**config.mk**
```make
export PLATFORM = sky130hd
export DESIGN_NAME = qpsk_corr_demod
export DESIGN_NICKNAME = d
export VERILOG_FILES = /design/src/rtl/qpsk_demod_pkg.sv /design/src/rtl/corr_lane.sv /design/src/rtl/corr_picker.sv /design/src/rtl/pair_packer.sv /design/src/rtl/qpsk_corr_demod.sv
export SDC_FILE = /design/constraint.sdc
export NUM_CORES = 1
export LEC_CHECK = 0
export CAP_MARGIN = 15
export CELL_PAD_IN_SITES_DETAIL_PLACEMENT = 1
export CELL_PAD_IN_SITES_GLOBAL_PLACEMENT = 1
export CORE_AREA = 2 2 281 144
export CTS_CLUSTER_DIAMETER = 80
export CTS_CLUSTER_SIZE = 30
export DETAILED_ROUTE_END_ITERATION = 7
export DIE_AREA = 0 0 283 146
export PLACE_DENSITY = 0.88
export SYNTH_ARGS = -nofsm -noshare
export SYNTH_HDL_FRONTEND = slang
export SYNTH_HIERARCHICAL = 1
export SYNTH_SLANG_ARGS = --single-unit
```
**constraint.sdc**
```tcl
create_clock -name clk -period 28.8 [get_ports clk]
set_input_delay 7.2 -clock clk [delete_from_list [all_inputs] [get_ports clk]]
set_output_delay 7.2 -clock clk [all_outputs]
set_load 0.005 [all_outputs]
```
**src/rtl/qpsk_demod_pkg.sv**
```systemverilog
package qpsk_demod_pkg;

    typedef enum logic [1:0] {
        SYM_SIN  = 2'b00,
        SYM_COS  = 2'b01,
        SYM_NSIN = 2'b10,
        SYM_NCOS = 2'b11
    } sym_code_e;

    typedef struct packed {
        logic      valid;
        sym_code_e code;
    } decision_t;

    localparam int NUM_LANES = 4;

    // Integer sine approximation (rational form), amplitude amp, period sps.
    // Lane offsets: code c uses the sine shifted by c quarter periods.
    function automatic int ref_val(input int lane, input int k, input int sps, input int amp);
        int p;
        int x;
        int t;
        int v;
        bit neg;
        p   = (k + lane * (sps / 4)) % sps;
        x   = (360 * p) / sps;
        neg = (x >= 180);
        if (neg) x = x - 180;
        t = x * (180 - x);
        v = (4 * t * amp + (40500 - t) / 2) / (40500 - t);
        return neg ? -v : v;
    endfunction

endpackage

```
**src/rtl/corr_lane.sv**
```systemverilog
module corr_lane
    import qpsk_demod_pkg::*;
#(
    parameter int LANE   = 0,
    parameter int SAMP_W = 8,
    parameter int SPS    = 16,
    parameter int ACC_W  = 20,
    localparam int IDX_W = $clog2(SPS),
    localparam int PROD_W = 2 * SAMP_W
) (
    input  logic                     clk,
    input  logic                     rst,
    input  logic                     mac_en,
    input  logic                     clear_en,
    input  logic [IDX_W-1:0]         idx,
    input  logic signed [SAMP_W-1:0] sample,
    output logic signed [ACC_W-1:0]  acc
);
    localparam int AMP = (1 << (SAMP_W - 1)) - 1;

    logic signed [SAMP_W-1:0] ref_tab [SPS];

    for (genvar g = 0; g < SPS; g++) begin : g_ref
        assign ref_tab[g] = SAMP_W'(ref_val(LANE, g, SPS, AMP));
    end

    logic signed [PROD_W-1:0] prod;
    logic signed [ACC_W:0]    prod_ext;
    logic signed [ACC_W:0]    wide_sum;
    logic signed [ACC_W-1:0]  acc_q;

    always_comb begin
        prod     = sample * ref_tab[idx];
        prod_ext = {{(ACC_W + 1 - PROD_W){prod[PROD_W-1]}}, prod};
        wide_sum = {acc_q[ACC_W-1], acc_q} + prod_ext;
    end

    always_ff @(posedge clk) begin
        if (rst) begin
            acc_q <= '0;
        end else if (mac_en) begin
            if (clear_en) acc_q <= prod_ext[ACC_W-1:0];
            else          acc_q <= wide_sum[ACC_W-1:0];
        end
    end

    assign acc = acc_q;

    // the running sum must never need the guard bit
    assert_no_overflow_R3: assert property (@(posedge clk) disable iff (rst)
        (mac_en && !clear_en) |-> (wide_sum[ACC_W] == wide_sum[ACC_W-1]));

endmodule

```
**src/rtl/corr_picker.sv**
```systemverilog
module corr_picker
    import qpsk_demod_pkg::*;
#(
    parameter int ACC_W = 20
) (
    input  logic                          clk,
    input  logic                          rst,
    input  logic                          decide,
    input  logic [NUM_LANES*ACC_W-1:0]    sums_flat,
    output decision_t                     dec
);
    logic signed [ACC_W-1:0] sum_a [NUM_LANES];
    logic [1:0]              best;

    for (genvar j = 0; j < NUM_LANES; j++) begin : g_unpack
        assign sum_a[j] = sums_flat[j*ACC_W +: ACC_W];
    end

    // Strict greater-than scan from code 0 upward: ties keep the lower code.
    always_comb begin
        best = 2'd0;
        for (int j = 1; j < NUM_LANES; j++) begin
            if (sum_a[j] > sum_a[best]) best = 2'(j);
        end
    end

    decision_t dec_q;

    always_ff @(posedge clk) begin
        if (rst) begin
            dec_q <= '0;
        end else begin
            dec_q.valid <= decide;
            if (decide) dec_q.code <= sym_code_e'(best);
        end
    end

    assign dec = dec_q;

    // the chosen sum beats every lower code strictly, every higher code or equal
    for (genvar c = 0; c < NUM_LANES; c++) begin : g_chk_c
        for (genvar j = 0; j < NUM_LANES; j++) begin : g_chk_j
            if (j < c) begin : g_lo
                assert_pick_lower_R5: assert property (@(posedge clk) disable iff (rst)
                    (dec_q.valid && dec_q.code == sym_code_e'(c)) |->
                        ($past(sum_a[c]) > $past(sum_a[j])));
            end else if (j > c) begin : g_hi
                assert_pick_higher_R5: assert property (@(posedge clk) disable iff (rst)
                    (dec_q.valid && dec_q.code == sym_code_e'(c)) |->
                        ($past(sum_a[c]) >= $past(sum_a[j])));
            end
        end
    end

endmodule

```
**src/rtl/pair_packer.sv**
```systemverilog
module pair_packer
    import qpsk_demod_pkg::*;
(
    input  logic      clk,
    input  logic      rst,
    input  decision_t dec,
    output logic      byte_valid,
    output logic [7:0] byte_out
);
    logic [1:0] slot_q;
    logic [7:0] build_q;
    logic [7:0] build_nx;
    logic       bv_q;
    logic [7:0] bo_q;

    always_comb begin
        build_nx = build_q;
        build_nx[2*slot_q +: 2] = dec.code;
    end

    always_ff @(posedge clk) begin
        if (rst) begin
            slot_q  <= '0;
            build_q <= '0;
            bv_q    <= 1'b0;
            bo_q    <= '0;
        end else begin
            bv_q <= 1'b0;
            if (dec.valid) begin
                build_q <= build_nx;
                slot_q  <= slot_q + 2'd1;
                if (slot_q == 2'd3) begin
                    bv_q <= 1'b1;
                    bo_q <= build_nx;
                end
            end
        end
    end

    assign byte_valid = bv_q;
    assign byte_out   = bo_q;

    assert_byte_after_sym_R6: assert property (@(posedge clk) disable iff (rst)
        bv_q |-> $past(dec.valid));
    assert_byte_pulse_R6: assert property (@(posedge clk) disable iff (rst)
        bv_q |=> !bv_q);

endmodule

```
**src/rtl/qpsk_corr_demod.sv**
```systemverilog
module qpsk_corr_demod
    import qpsk_demod_pkg::*;
#(
    parameter int SAMP_W = 8,
    parameter int SPS    = 16
) (
    input  logic              clk,
    input  logic              rst,
    input  logic              sample_valid,
    input  logic              sym_start,
    input  logic [SAMP_W-1:0] sample,
    output logic              sym_valid,
    output logic [1:0]        sym_code,
    output logic              byte_valid,
    output logic [7:0]        byte_out
);
    localparam int IDX_W = $clog2(SPS);
    localparam int CNT_W = $clog2(SPS + 1);
    localparam int ACC_W = 2 * SAMP_W + IDX_W;
    localparam logic [CNT_W-1:0] IDLE = CNT_W'(SPS);
    localparam logic [CNT_W-1:0] LAST = CNT_W'(SPS - 1);

    logic [CNT_W-1:0] cnt_q;
    logic [CNT_W-1:0] idx;
    logic             take;
    logic             last;
    logic             done_q;

    // A sample counts if it opens a symbol or falls inside one that is running.
    always_comb begin
        take = sample_valid && (sym_start || cnt_q != IDLE);
        idx  = sym_start ? '0 : cnt_q;
        last = take && (idx == LAST);
    end

    always_ff @(posedge clk) begin
        if (rst) begin
            cnt_q  <= IDLE;
            done_q <= 1'b0;
        end else begin
            done_q <= last;
            if (take) cnt_q <= idx + CNT_W'(1);
        end
    end

    logic [NUM_LANES*ACC_W-1:0] sums_flat;

    for (genvar l = 0; l < NUM_LANES; l++) begin : g_lane
        corr_lane #(
            .LANE  (l),
            .SAMP_W(SAMP_W),
            .SPS   (SPS),
            .ACC_W (ACC_W)
        ) u_lane (
            .clk     (clk),
            .rst     (rst),
            .mac_en  (take),
            .clear_en(sym_start),
            .idx     (idx[IDX_W-1:0]),
            .sample  (sample),
            .acc     (sums_flat[l*ACC_W +: ACC_W])
        );
    end

    decision_t dec;

    corr_picker #(.ACC_W(ACC_W)) u_pick (
        .clk      (clk),
        .rst      (rst),
        .decide   (done_q),
        .sums_flat(sums_flat),
        .dec      (dec)
    );

    pair_packer u_pack (
        .clk       (clk),
        .rst       (rst),
        .dec       (dec),
        .byte_valid(byte_valid),
        .byte_out  (byte_out)
    );

    assign sym_valid = dec.valid;
    assign sym_code  = dec.code;

    // decision appears two edges after the last sample is taken
    assert_decide_timing_R4: assert property (@(posedge clk) disable iff (rst)
        last |-> ##2 sym_valid);
    assert_sym_pulse_R4: assert property (@(posedge clk) disable iff (rst)
        sym_valid |=> !sym_valid);
    // stray samples outside a symbol leave the counter parked
    assert_idle_ignore_R7: assert property (@(posedge clk) disable iff (rst)
        (sample_valid && !sym_start && cnt_q == IDLE) |=> (cnt_q == IDLE));
    // an idle cycle inside a symbol holds the index
    assert_gap_hold_R10: assert property (@(posedge clk) disable iff (rst)
        (!sample_valid) |=> $stable(cnt_q));

endmodule

```
==> summary.md, run 1 <==
| Metric | Value |
|---|---|
| Worst clock skew | 12.78 ps |
| Hold Path Class | flip-flop to flip-flop |
| Cts hold-fix bufs | 0 |
| Layout Utilization | 57.35% |
| Final Slew Violations | 0 |
| Most used flip-flop cell after synthesis | dfxtp_1 |
| Post-route ant nets | 0 |
| Dominant cells by area after synthesis | fa_1 (21%), ha_1 (16%), dfxtp_1 (10%), inv_1 (7.3%), and2_1 (4.7%) |
| Number of placed instances with taps included | 3073 |
| Most used cell along the critical path | fa_1 |
| Fillcell total | 4734 |
| Slowest cell on crit path | xnor2_1 |
| Async set or reset register ratio after synthesis | 0% |
| Via density per instance | 5.909 |
| Ports | 24 |
| Maximum clock insertion buffer count | 2 |
| Part of the power in the clock network | 6.9% |
| Initial cell density of the core | 54.68% |
| Placed Instance Area | 21850 µm² |
| GRT Total Usage | 29.55% |
| PD cells | 85.02 nW/µm² |
| Post-synth design cell area | 21110 µm² |
| Rows | 51 |
| CTS tree | yes |
| Max transition margin | 33.31% |
| Library cell with the largest summed area after synthesis | fa_1 |
| Status | complete, no violations |
| Clock tree sinks | 106 |
| Synthesized flop and latch total | 106 |
| Number of nets in the layout | 3062 |
| Required time of the worst setup path | 29110 ps |
| DIE WIDTH | 283 µm |
| Portion of total power attributed to combinational logic | 82.7% |
| Worst-Skew Late Latency | 390 ps |
| Portion of synthesized cell area occupied by the leading cell type | 20.96% |
| Startpoint type of the worst setup path | input pin |
| Via count of the routed design | 18260 |
| Count of H-tree levels built during CTS | 3 |
| Die boundary height | 146 µm |
| Port bufs | 23 |
| Total area of sequential cells | 2122 µm² |
| Fraction of power spent switching nets | 53.89% |
| Most instantiated cells after synthesis | inv_1 (413), ha_1 (274), fa_1 (221), nor2_1 (201), nand2_1 (162) |
| Cell with the most instances after synthesis | inv_1 |
| Post-synth net total | 3075 |
| Count of final hold-check violations | 0 |
| Synthesized area divided by synthesized cell count | 8.220 µm² |
| Total overflow reported by the global router | 0 |
| Area of the die | 41320 µm² |
| Placer's final routability congestion estimate | 0.8657 |
| Static power due to leakage | 10.51 nW |
| Power spent charging and discharging nets | 1.015 mW |
| DRC violation total after the first TritonRoute iteration | 856 |
| Worst Setup End Kind | flip-flop |
| Number of global-route vias before repair | 19820 |
| Number of antenna violations at the first check in global routing | 0 |
| CP Data Arrival Time | 15070 ps |
| Highest clock frequency the design can meet | 0.06773 GHz |
| Final setup TNS | 0 ps |
| Final period util | 51.26% |
| Footprint of the multi-input gates | 17130 µm² |
| Max FO, Critical Path | 23 |
| Setup bufs post-CTS | 0 |
| Sequential Power Share | 10.4% |
| Number of optimization iterations in the first detailed-route pass | 5 |
| Cell count after synthesis | 2568 |
| Ratio of cells with drive above 1 in the final layout | 4.609% |
| Number of flops mapped to enable cells by yosys | 0 |
| Crit path largest cell delay | 750 ps |
| Wire length of the first global-routing pass | 99890 µm |
| Number of distinct library cells after synthesis | 107 |
| Number of synthesis warnings | 6 |
| Antenna cells | 0 |
| HPWL Detailed | 48060 µm |
| Core region area | 38610 µm² |
| Share of the yosys chip area belonging to registers | 10.05% |
| Cell internal power dissipation | 0.8679 mW |
| P&R area growth vs syn | 4.890% |
| Clk slew on worst S/H paths | 80 ps |
| Total of endpoints with negative setup slack in the final report | 0 |
| Clock tree root buffer cell | clkbuf_16 |
| Unrepaired setup endpoints after global routing | false |
| Worst VDD drop | 76.99 µV |
| Count of unresolved DRC violations after routing | 0 |
| Number of buffers added by the clock tree synthesis step | 9 |
| Tightest Pin Transition | 1000 ps |
| Wire per inst | 19.53 µm |
| Final std cell area, no fill | 22140 µm² |
| Non-filler cells, final | 3090 |
| Routed wire length | 60350 µm |
| Final-layout worst hold slack | 466.3 ps |
| Post_cts resized | 0 |
| Final worst path period need | 14760 ps |
| Count of maximum capacitance violations | 0 |
| Pin count of the biggest net entering global routing | 91 |
| Type of the worst setup path | input pin to flip-flop |
==> critical path: cells and delay by family <==
| kind | cells | cell delay (ps) |
|---|---|---|
| XOR/XNOR | 1 | 750 |
| AO/OA/AOI/OAI | 10 | 1850 |
| adder cells (fa/ha/maj) | 6 | 2800 |
| AND/OR/NAND/NOR | 5 | 1210 |
| buffers and inverters | 5 | 720 |
| multiplexers | 1 | 510 |
==> metal layers <==
metal | part of all wire [%] | track usage [%] | up-vias
met3 | 3.7 | 3.386 | 79
li1 | - | - | 8578
met5 | 0 | 0 | -
met2 | 50 | 53.10 | 337
met4 | 1.9 | 7.420 | 0
met1 | 44 | 37.83 | 9265
==> metrics by stage <==
| stage | power [mW] | setup slack (ps) |
|---|---|---|
| CTS | 1.859 | 14080 |
| global placement | 1.620 | 13900 |
| finish | 1.883 | 14040 |
| detailed placement | 1.709 | 13710 |
| global route | 2.055 | 13460 |
| floorplan | 1.360 | 14840 |
==> layout make-up <==
| cell class | instances | area share, % |
|---|---|---|
| flip-flops and latches | 106 | 9.584 |
| well taps | 530 | 2.995 |
| clock buffers | 9 | 1.017 |
| repair buffers | 44 | 1.729 |
| multi-input cells | 1978 | 77.36 |
| inverters | 416 | 7.052 |
| clock inverters | 7 | 0.2656 |
==> cells by family after synthesis <==
kind of cell    after synthesis  synth area share [%]
xor+xnor                    118                 4.896
compound gates              520                 17.05
simple gates                798                 19.56
buf+inv                     484                 8.891
fa+ha+maj                   495                 37.20
flops                       106                 10.05
mux                          47                 2.353
==> power groups by stage <==
stage,clock [mW],sequential [mW],combinational (mW)
finish,0.130,0.195,1.56
CTS,0.133,0.195,1.53
detailed placement,0,0.198,1.51
global placement,0,0.196,1.42
floorplan,0,0.186,1.17
global route,0.138,0.198,1.72
==> registers in the layout, summed over array words and instances, names as in the netlist <==
name / cells
u_pack/slot_q: 2
u_pack/byte_valid: 1
cnt_q: 5
u_pick/dec: 3
g_lane.u_lane/acc: 80
u_pack/byte_out: 8
done_q: 1
u_pack/build_q: 6
==> cell usage in the layout, fill, tap and decap left out, types with 7 or more instances in the layout <==
master and n:
inv_1 413, nor4_1 8, xor2_1 29, and3_1 10, nand2_1 162, clkdlybuf4s50_1 21
or2_2 8, nor2b_1 56, nand3_1 35, dfxtp_1 106, o21ai_0 67, a31oi_1 14
nor2b_2 13, or3_1 10, nor3_1 47, mux2i_1 37, clkbuf_16 9, buf_4 23
nand2b_1 22, o211a_1 9, fa_1 221, nand4_1 23, o21ai_1 32, a21oi_1 133
o21a_1 13, mux2_2 8, o21bai_1 11, a311oi_1 20, ha_1 274, and2_1 160
a41oi_1 7, o22ai_1 10, o211ai_1 15, xnor2_1 89, nor2_1 200, a211oi_1 47
a21o_1 55
==> worst paths after layout <==
check / start / to / slack (ps) / cells past startpoint
max: sym_start / g_lane[2].u_lane/acc[19] / 14040 / 28
min: u_pack/build_q[3] / u_pack/build_q[3] / 470 / 2
max reg2reg: cnt_q[0] / g_lane[2].u_lane/acc[19] / 20550 / 27
min reg2reg: u_pack/build_q[3] / u_pack/build_q[3] / 470 / 2
(Power assumes the default switching activity.)
==> run 2: changes to the inputs <==
--- a/config.mk
+++ b/config.mk
@@ -8,12 +8,12 @@
 export CAP_MARGIN = 15
 export CELL_PAD_IN_SITES_DETAIL_PLACEMENT = 1
 export CELL_PAD_IN_SITES_GLOBAL_PLACEMENT = 1
-export CORE_AREA = 2 2 281 144
+export CORE_AREA = 2 2 306 157
 export CTS_CLUSTER_DIAMETER = 80
 export CTS_CLUSTER_SIZE = 30
 export DETAILED_ROUTE_END_ITERATION = 7
-export DIE_AREA = 0 0 283 146
-export PLACE_DENSITY = 0.88
+export DIE_AREA = 0 0 308 159
+export PLACE_DENSITY = 0.78
 export SYNTH_ARGS = -nofsm -noshare
 export SYNTH_HDL_FRONTEND = slang
 export SYNTH_HIERARCHICAL = 1
==> constraint.sdc (replaced) <==
create_clock -name clk -period 12.9 [get_ports clk]
set_input_delay 3.225 -clock clk [delete_from_list [all_inputs] [get_ports clk]]
set_output_delay 3.225 -clock clk [all_outputs]
set_load 0.005 [all_outputs]
==> run 2 against run 1 <==
  * Setup slack got worse by 12000 ps
  * Critical path depth decreased by 1
  * Design area increased by 0.91%
  * Register-to-register slack got worse by 16000 ps
  * Sequential share of layout area decreased by 0.086 points
  * Critical path type unchanged
  * Largest cell class unchanged
  * Largest power group unchanged
==> summary.md, run 2 (synthesis gave the netlist of run 1 again) <==
| Metric | Value |
|---|---|
| Worst Setup End Kind | flip-flop |
| Hold Path Class | flip-flop to flip-flop |
| Final period util | 85.13% |
| Number of placed instances with taps included | 3155 |
| GRT Total Usage | 27.21% |
| HPWL Detailed | 53590 µm |
| Initial cell density of the core | 45.65% |
| Setup bufs post-CTS | 0 |
| Number of global-route vias before repair | 19340 |
| Ratio of cells with drive above 1 in the final layout | 4.758% |
| Worst VDD drop | 390.5 µV |
| Global-route met1 utilization | 40.18% |
| Post-route ant nets | 0 |
| Worst-Skew Late Latency | 390 ps |
| Placer's final routability congestion estimate | 0.8940 |
| Clock tree sinks | 106 |
| Clock tree root buffer cell | clkbuf_16 |
| Layout Utilization | 48.31% |
| Area of the die | 48970 µm² |
| Tightest Pin Transition | 1099 ps |
| Clk slew on worst S/H paths | 80 ps |
| Cts hold-fix bufs | 0 |
| Startpoint type of the worst setup path | input pin |
| Fillcell total | 5594 |
| GR peak layer | met2 |
| Core region area | 46240 µm² |
| Wire length of the first global-routing pass | 106000 µm |
| Port bufs | 23 |
| Via count of the routed design | 18270 |
| Post_cts resized | 0 |
| Highest clock frequency the design can meet | 0.09106 GHz |
| Count of unresolved DRC violations after routing | 0 |
| Wire per inst | 20.47 µm |
| Crit path largest cell delay | 570 ps |
| FF-to-FF End | g_lane[0].u_lane/acc[18] |
| Worst hold start | u_pack/build_q[4] |
| Total of endpoints with negative setup slack in the final report | 0 |
| R2R Setup Slk | 4380 ps |
| Type of the worst setup path | input pin to flip-flop |
| Worst flop-to-flop path startpoint | cnt_q[1] |
| Largest register FFs | 80 |
| Die boundary height | 159 µm |
| DRC violation total after the first TritonRoute iteration | 1224 |
| PD cells | 197.6 nW/µm² |
| Count of H-tree levels built during CTS | 3 |
| Final worst path period need | 10980 ps |
| Count of maximum capacitance violations | 0 |
| CTS tree | yes |
| Pin count of the biggest net entering global routing | 73 |
| Unrepaired setup endpoints after global routing | false |
| Slowest cell on crit path | nor2b_2 |
| R2R depth | 26 |
| Number of nets in the layout | 3066 |
| Maximum clock insertion buffer count | 2 |
| Most used cell along the critical path | fa_1 |
| Number of optimization iterations in the first detailed-route pass | 5 |
| Max FO, Critical Path | 21 |
| Most common cell after layout, fill and taps aside | inv_1 |
| Final setup TNS | 0 ps |
| Worst hold endpoint | u_pack/build_q[4] |
| DIE WIDTH | 308 µm |
| Non-filler cells, final | 3174 |
| Final Slew Violations | 0 |
| M2 GR Usage | 40.83% |
| CP Data Arrival Time | 11200 ps |
| Via density per instance | 5.755 |
| Routed wire length | 64970 µm |
| Worst Hold Depth | 2 |
| Count of final hold-check violations | 0 |
| Rows | 56 |
| Met3 demand-to-capacity share in global routing | 6.495% |
| Number of antenna violations at the first check in global routing | 1 |
| Required time of the worst setup path | 13120 ps |
| P&R area growth vs syn | 5.844% |
| Worst clock skew | 12.72 ps |
| Number of buffers added by the clock tree synthesis step | 9 |
| Total overflow reported by the global router | 0 |
| Static power due to leakage | 10.55 nW |
| Status | complete, no violations |
| Max transition margin | 25.14% |
| Commonest non-fill, non-tap cells in the layout | inv_1 (413), ha_1 (274), fa_1 (221) |
| Ports | 24 |
==> run 2: cell types whose count changed in the layout (fill, tap and decap cells not counted), sizes merged <==
cell	previous run	this run
inv	420	416
buf	23	27
diode	0	1
clkbuf	9	10
bufinv	0	2
clkinv	3	4
==> run 2: layout make-up <==
class,instances,area (µm²),area share [%]
Multi-Input combinational cell,1978,17140,76.70
Sequential cell,106,2122,9.498
Inverter,416,1562,6.989
Tap cell,609,762.0,3.410
Timing Repair Buffer,48,420.4,1.882
Clock buffer,10,239.0,1.070
Clock inverter,6,98.84,0.4424
Antenna cell,1,2.502,0.01120
==> run 2: worst max-delay path by stage <==
stage | from | to
2_1_floorplan | sym_start | g_lane[0].u_lane/acc[18]
3_3_place_gp | sym_start | g_lane[0].u_lane/acc[18]
3_5_place_dp | sym_start | g_lane[0].u_lane/acc[18]
4_1_cts | sym_start | g_lane[0].u_lane/acc[18]
5_1_grt | sym_start | g_lane[0].u_lane/acc[18]
6_report | sym_start | g_lane[0].u_lane/acc[18]
==> run 2: per-layer routing <==
layer	routed length, µm	up-vias
li1	-	8580
met1	31820	9233
met2	27580	403
met3	4779	48
met4	767	2
met5	20	-
==> run 2: critical path, delay by kind of cell <==
kind	cells	cell delay, ps
compound gates	9	2360
fa+ha+maj	6	2850
buf+inv	5	710
simple gates	7	2020
==> run 2: power breakdown <==
group          total, mW  switching [mW]  internal [mW]
clock network      0.328           0.150          0.178
logic               3.65            2.21           1.43
registers          0.442          0.0710          0.371
total               4.42            2.43           1.98
==> run 2: through the flow <==
stage	power (mW)	instance area, µm²	hold slack, ps	setup WS (ps)
finish	4.416	22340	455.7	1919
global route	4.824	22340	475.9	1270
CTS	4.379	22320	451.6	1871
detailed placement	4.020	21980	440.2	1471
global placement	3.854	21980	437.9	1829
floorplan	3.036	21110	425.1	2917
